<file path="config.mk">
export PLATFORM = sky130hd
export DESIGN_NAME = text_win_seq
export DESIGN_NICKNAME = d
export VERILOG_FILES = /design/src/rtl/tws_pkg.sv /design/src/rtl/tws_match.sv /design/src/rtl/tws_chain.sv /design/src/rtl/tws_line.sv /design/src/rtl/text_win_seq.sv
export SDC_FILE = /design/constraint.sdc
export NUM_CORES = 1
export LEC_CHECK = 0
export BUFFER_PORTS_ARGS = -buffer_cell sky130_fd_sc_hd__buf_2
export CAP_MARGIN = 20
export CORE_AREA = 2 2 39 41
export CTS_CLUSTER_DIAMETER = 100
export DETAILED_ROUTE_END_ITERATION = 6
export DIE_AREA = 0 0 41 43
export GPL_TIMING_DRIVEN = 1
export PLACE_DENSITY = 0.66
export SYNTH_ARGS = -nofsm -noshare
export SYNTH_HDL_FRONTEND = slang
export SYNTH_SLANG_ARGS = --single-unit
export TNS_END_PERCENT = 50
</file>
<file path="constraint.sdc">
create_clock -name clk_i -period 0.8 [get_ports clk_i]
set_input_delay 0.2 -clock clk_i [delete_from_list [all_inputs] [get_ports clk_i]]
set_output_delay 0.2 -clock clk_i [all_outputs]
set_load 0.005 [all_outputs]
</file>
<file path="src/rtl/tws_pkg.sv">
package tws_pkg;
  // chain taps, counted in cycles after the hit minus one
  localparam int unsigned TAP_WIN  = 0;
  localparam int unsigned TAP_BUS  = 1;
  localparam int unsigned TAP_MTX  = 2;
  localparam int unsigned TAP_AOE  = 3;
  localparam int unsigned TAP_IDX  = 4;
  localparam int unsigned TAP_CHR  = 5;
  localparam int unsigned TAP_TAIL = 6;
  localparam int unsigned CHAIN_LEN = TAP_TAIL + 1;
endpackage

</file>
<file path="src/rtl/tws_match.sv">
module tws_match #(
  parameter int unsigned HPOS_W = 9
) (
  input  logic [HPOS_W-1:0] hpos_i,
  input  logic [HPOS_W-1:0] origin_x_i,
  input  logic              line_active_i,
  input  logic              armed_i,
  output logic              hit_o
);
  always_comb hit_o = line_active_i && armed_i && (hpos_i == origin_x_i);
endmodule

</file>
<file path="src/rtl/tws_chain.sv">
module tws_chain #(
  parameter int unsigned LEN = 7
) (
  input  logic           clk_i,
  input  logic           rst_ni,
  input  logic           clr_i,
  input  logic           hit_i,
  output logic [LEN-1:0] st_o
);
  for (genvar i = 0; i < LEN; i++) begin : g_stage
    logic feed;
    if (i == 0) begin : g_head
      always_comb feed = hit_i;
    end else begin : g_body
      always_comb feed = st_o[i-1];
    end
    // sticky stage: set by its feed, held until end of line
    always_ff @(posedge clk_i or negedge rst_ni) begin
      if (!rst_ni)    st_o[i] <= 1'b0;
      else if (clr_i) st_o[i] <= 1'b0;
      else if (feed)  st_o[i] <= 1'b1;
    end
  end
endmodule

</file>
<file path="src/rtl/tws_line.sv">
module tws_line (
  input  logic clk_i,
  input  logic rst_ni,
  input  logic line_active_i,
  input  logic line_end_i,
  output logic matrix_line_no,
  output logic depth_en_o
);
  always_ff @(posedge clk_i or negedge rst_ni) begin
    if (!rst_ni) begin
      matrix_line_no <= 1'b1;
      depth_en_o     <= 1'b0;
    end else begin
      matrix_line_no <= ~line_active_i;
      depth_en_o     <= line_end_i & ~matrix_line_no;
    end
  end

  a_r10_depth_after_end: assert property (@(posedge clk_i) disable iff (!rst_ni)
    depth_en_o |-> $past(line_end_i));
endmodule

</file>
<file path="src/rtl/text_win_seq.sv">
module text_win_seq #(
  parameter int unsigned HPOS_W = 9
) (
  input  logic              clk_i,
  input  logic              rst_ni,
  input  logic [HPOS_W-1:0] hpos_i,
  input  logic [HPOS_W-1:0] origin_x_i,
  input  logic              line_active_i,
  input  logic              line_end_i,
  output logic              bus_avail_o,
  output logic              in_window_no,
  output logic              addr_oe_o,
  output logic              fetch_idx_o,
  output logic              fetch_chr_o,
  output logic              pixel_sel_o,
  output logic              matrix_line_no,
  output logic              depth_en_o
);
  import tws_pkg::*;

  logic                 hit;
  logic [CHAIN_LEN-1:0] st;

  tws_match #(.HPOS_W(HPOS_W)) match_i (
    .hpos_i        (hpos_i),
    .origin_x_i    (origin_x_i),
    .line_active_i (line_active_i),
    .armed_i       (~st[TAP_WIN]),
    .hit_o         (hit)
  );

  tws_chain #(.LEN(CHAIN_LEN)) chain_i (
    .clk_i  (clk_i),
    .rst_ni (rst_ni),
    .clr_i  (line_end_i),
    .hit_i  (hit),
    .st_o   (st)
  );

  tws_line line_i (
    .clk_i          (clk_i),
    .rst_ni         (rst_ni),
    .line_active_i  (line_active_i),
    .line_end_i     (line_end_i),
    .matrix_line_no (matrix_line_no),
    .depth_en_o     (depth_en_o)
  );

  always_comb begin
    bus_avail_o  = ~st[TAP_BUS];
    in_window_no = ~st[TAP_MTX];
    addr_oe_o    = st[TAP_AOE];
    fetch_idx_o  = st[TAP_IDX] & ~st[TAP_CHR];
    fetch_chr_o  = st[TAP_CHR] & ~st[TAP_TAIL];
    pixel_sel_o  = st[TAP_CHR];
  end

  a_r4_window_after_bus: assert property (@(posedge clk_i) disable iff (!rst_ni)
    $fell(in_window_no) |-> $past(!bus_avail_o) && $past(in_window_no));
  a_r5_aoe_after_window: assert property (@(posedge clk_i) disable iff (!rst_ni)
    $rose(addr_oe_o) |-> $past(!in_window_no));
  a_r6_idx_then_chr: assert property (@(posedge clk_i) disable iff (!rst_ni)
    (fetch_idx_o && !line_end_i) |=> fetch_chr_o);
  a_r7_chr_shows_pixels: assert property (@(posedge clk_i) disable iff (!rst_ni)
    fetch_chr_o |-> pixel_sel_o);
  a_r7_one_fetch_slot: assert property (@(posedge clk_i) disable iff (!rst_ni)
    $onehot0({fetch_idx_o, fetch_chr_o}));
  a_r9_line_end_idle: assert property (@(posedge clk_i) disable iff (!rst_ni)
    line_end_i |=> (bus_avail_o && in_window_no && !addr_oe_o && !pixel_sel_o));
endmodule

</file>
-- Word level (Yosys, flattened, before mapping)
Cells that the tools add are included.
- add/sub/neg operators: 0
- bitwise logic cells: 10
- reduce and logical (&&, ||, !) cells: 9
- $mul: 0
- shift-type cells: 0
- $lt $le $gt $ge: 0
- divide/modulo/power cells: 0
- mux-type cells: 14
- eq/ne operators: 1
- operators with widths (cell ; number):
    1-bit two-way mux ; 14
    2-bit nonzero test ; 7
    9-bit == test ; 1
    1-bit NOT ; 7
    1-bit AND ; 3
    1-bit logical AND ; 2
- output and inout bits: 8
- latch bits: 0
- ROM bits: 0
- RAM bits: 0
- register bits after elaboration: 9
- memories: 0
- bits of input ports: 22

-- Depth between registers and ports, before layout
- depth in word-level cells: 5
- mapped depth: 3

-- By module
From an unflattened synthesis, not the netlist that was laid out.
- cell total of the unflattened synthesis: 42
- area total of the unflattened synthesis: 491.7 um^2
- by module, submodules not included (module ; area each (um^2) ; cells each ; sequential area each (um^2) ; instances):
    tws_chain ; 290.3 ; 20 ; 175.2 ; 1
    tws_match ; 106.4 ; 13 ; 0.0 ; 1
    tws_line ; 68.8 ; 4 ; 51.3 ; 1
    text_win_seq ; 26.3 ; 5 ; 0.0 ; 1

-- Worst setup path before layout
Ideal clock, no wire load.
- path kind: input-to-reg
- start point: input port line_end_i
- end point: register chain_i.st_o[0] (netlist: chain_i.g_stage[1].feed)
- setup slack: -0.170 ns
- buffers on the path: 1
- arrival time: 0.874 ns
- stages on the path: 3
- path through: buf_6 -> or3_1 -> o31ai_1
- cells in the longest elaborated chain, start to end: 1
- elaborated cells between the ends (all ways): 2
- ends and longest elaborated chain (item ; RTL line ; text):
    start, declared ; text_win_seq.sv:9 ; input logic line_end_i,
    1-bit two-way mux / 2-bit nonzero test (equally long branches) ; -- ;
    end signal, assigned by index ; tws_chain.sv:19 ; if (!rst_ni) st_o[i] <= 1'b0;
    end signal, assigned by index ; tws_chain.sv:20 ; else if (clr_i) st_o[i] <= 1'b0;
    end signal, assigned by index ; tws_chain.sv:21 ; else if (feed) st_o[i] <= 1'b1;
    end, declared ; tws_chain.sv:8 ; output logic [LEN-1:0] st_o
Parallel ways exist; a longest one is shown, timed or not.
A chain may end at the register's enable or synchronous reset.

-- Worst setup path in the final report
- start point: register chain_i.st_o[5] (netlist: chain_i.g_stage[6].feed)
- end point: output port fetch_chr_o
- cells in the longest elaborated chain, start to end: 1
- ends and longest elaborated chain (item ; RTL line ; text):
    1-bit AND ; text_win_seq.sv:54 ; fetch_chr_o = st[TAP_CHR] & ~st[TAP_TAIL];
    end, declared ; text_win_seq.sv:14 ; output logic fetch_chr_o,
Every way passes these cells.

==> flow_summary.json <==
{
  "grt-ovfl-total": 0,
  "synth.top_cell.area_share": 0.475,
  "endpoint_kind": "output pin",
  "ir_worst_vdd_uv": 549,
  "swShare": 0.222,
  "cp-startpoint": "chain_i.g_stage[6].feed$_DFFE_PN0P_",
  "synth_nets": 63,
  "drv_cap": 0,
  "clk_pin_slew_ps": 60,
  "finalMaxSlewViolations": 0,
  "grt_usage": 0.120,
  "synthesis.area_um2": 422,
  "avgSynthCellArea_um2": 10.3,
  "dr.pass1.iters": 1,
  "worst_setup_path_start_kind": "flip-flop",
  "cts_inserted_buffers": 3,
  "netlist-cell-type-count": 13,
  "timing.rr.start": "chain_i.g_stage[6].feed$_DFFE_PN0P_",
  "drc": 0,
  "synth_edf_count": 0,
  "dp_cells": 89,
  "netlist_instances": 41,
  "slew_headroom": 0.860,
  "cts_root_buf": "clkbuf_4",
  "critPathRequiredTime_ps": 600,
  "outcome": "finished with violations",
  "num_antenna_cells": 0,
  "crit_fanout": 3,
  "p_clk_frac": 0.364,
  "finalInstanceArea_um2": 697,
  "clk_path_buf_depth": 2,
  "antenna_found_initial": 0,
  "cp.arrival_ps": 900,
  "grt_max_degree": 10,
  "whs_ps": 164,
  "ant_nets": 0,
  "intPower_w": 0.000744,
  "cts_sinks": 9,
  "placementRows": 14,
  "p_leak_nw": 0.358,
  "reg2reg_to": "chain_i.st_o[6]$_DFFE_PN0P_",
  "final-setup-viol-count": 10,
  "grt_pass1_vias": 365,
  "ys_top_cells_by_count": "10 x nor2_1, 8 x dfrtp_1, 8 x xnor2_1",
  "viasPerCell": 4.27,
  "reg2regPathDepth": 4,
  "drive_above_1_share": 0.543,
  "slowest_stage": "dfrtp_1",
  "dieArea_mm2": 0.00176,
  "wl_um": 841,
  "violations": "setup timing",
  "cp_cell_sequence": "nor2b_4, buf_6",
  "cts_tree": "built",
  "grt_pass1_wl_mm": 1.29,
  "drtIter0Drc": 0,
  "placeableCoreArea_mm2": 0.00138,
  "max_stage_delay_ps": 400,
  "post-route-period-util": 1.38,
  "max_slew.worst_pin.slew_ps": 211,
  "min_period_ps": 1100,
  "fmax_ghz": 0.906,
  "hold_viol": 0,
  "combinationalPowerShare": 0.149,
  "htreeDepth": 1,
  "io_buffers": 29,
  "power_switching_w": 0.000213,
  "fin_util": 0.504,
  "place_area_um2": 606,
  "finClkSkew_ps": 1.59,
  "fin_ws_ps": -303,
  "ioPinCount": 30,
  "hold_class": "in2reg",
  "hp-start": "line_active_i",
  "dp_hpwl_um": 669,
  "yosysTopAreaCell": "dfrtp_1",
  "synth_most_common_cell": "nor2_1",
  "rsz0062_at_grt": "yes",
  "area_delta_synth_final_pct": 65.3,
  "ys.flop_type": "dfrtp_1",
  "r2r_slack_ps": -90,
  "power.density_mw_per_mm2": 1370,
  "start_util": 0.305,
  "die_h_um": 43,
  "fp.dieW_um": 41,
  "critPathCapture": "fetch_chr_o",
  "pwr-share-seq": 0.487,
  "synth_seq_cells": 9,
  "clk_latency_ps": 260,
  "yosys_warnings": 0,
  "fin_cells": 97,
  "place.gp.congestion": 0.627,
  "critical_path_class": "reg2out",
  "netlist_top_cells_area": "dfrtp_1 47%, xnor2_1 17%, nor2_1 8.9%, dfstp_2 6.2%, nor2b_1 4.5%",
  "wl_per_cell_um": 8.67,
  "vias": 414,
  "seq_area_frac_synth": 0.537,
  "async_flop_share": 1.00,
  "final_nets": 104
}
==> power by group through the flow <==
| stage | clock network, W | registers (W) | logic [W] |
|---|---|---|---|
| after floorplan | 0 | 0.000475 | 0.0000585 |
| after global placement | 0 | 0.000474 | 0.000134 |
| after detailed placement | 0 | 0.000474 | 0.000137 |
| after CTS | 0.000362 | 0.000465 | 0.000144 |
| after global routing | 0.000395 | 0.000466 | 0.000159 |
| final | 0.000348 | 0.000466 | 0.000142 |
==> worst min path at each step <==
stage	endpoint	slack [ps]	cells past startpoint
finish	line_i.matrix_line_no$_DFF_PN1_	160	3
global route	line_i.matrix_line_no$_DFF_PN1_	170	3
floorplan	chain_i.g_stage[1].feed$_DFFE_PN0P_	-100	0
global placement	chain_i.st_o[6]$_DFFE_PN0P_	60	1
CTS	line_i.matrix_line_no$_DFF_PN1_	160	3
detailed placement	chain_i.st_o[6]$_DFFE_PN0P_	60	1
==> cell type report <==
class / count / area (um2)
fillers: 140 / 687
well taps: 16 / 20.0
inverters: 3 / 11.3
repair buffers: 37 / 230
clock buffers: 4 / 26.3
multi-input cells: 28 / 183
flip-flops and latches: 9 / 226
==> stage by stage <==
stage / worst slack (ps) / total power [W] / setup TNS (ps)
detailed placement: -232 / 0.000611 / -269
finish: -303 / 0.000956 / -2040
global route: -360 / 0.00102 / -2540
CTS: -318 / 0.000972 / -1880
global placement: -221 / 0.000608 / -248
floorplan: -102 / 0.000533 / -102
==> per-layer routing <==
layer	share of wire	GRT usage	vias to the layer above	wire, um
met2	0.49	0.178	29	410
li1	-	-	210	-
met3	0.11	0.0628	4	96
met4	0.037	0.120	0	31
met1	0.36	0.103	171	303
met5	0	0	-	0
==> registers in the layout, summed over array words and instances, names as in the netlist <==
register and count:
line_i.matrix_line_no 1, line_i.depth_en_o 1, chain_i.st_o 1, chain_i.g_stage.feed 6
==> timing repair <==
item	in CTS	in global routing
setup endpoints to repair	8	10
hold buffers	1	0
resized for setup	1	8
pin swaps	0	0
hold endpoints to repair	8	0
buffers inserted	1	2
==> cells in the final DEF, fill, tap and decap left out, types with 2 or more instances in the layout <==
| master | n |
|---|---|
| buf_2 | 26 |
| nor2_1 | 9 |
| xnor2_1 | 8 |
| dfrtp_1 | 8 |
| buf_4 | 6 |
| buf_6 | 4 |
| clkbuf_4 | 3 |
| inv_2 | 2 |
| nor2b_1 | 2 |
| nand4_1 | 2 |
==> worst max-delay path, delay by kind of cell (launching register included) <==
family	cells	cell delay [ps]
buf+inv	1	110
flops	1	400
simple gates	1	140
==> cell families after synthesis <==
| family | synth area share |
|---|---|
| xor gates and xnor gates | 0.187 |
| DFF | 0.537 |
| and+or+nand+nor | 0.193 |
| buffers and inverters | 0.0534 |
| AOI/OAI and AO/OA | 0.0297 |
No activity file was read; power rests on OpenSTA's default activity.
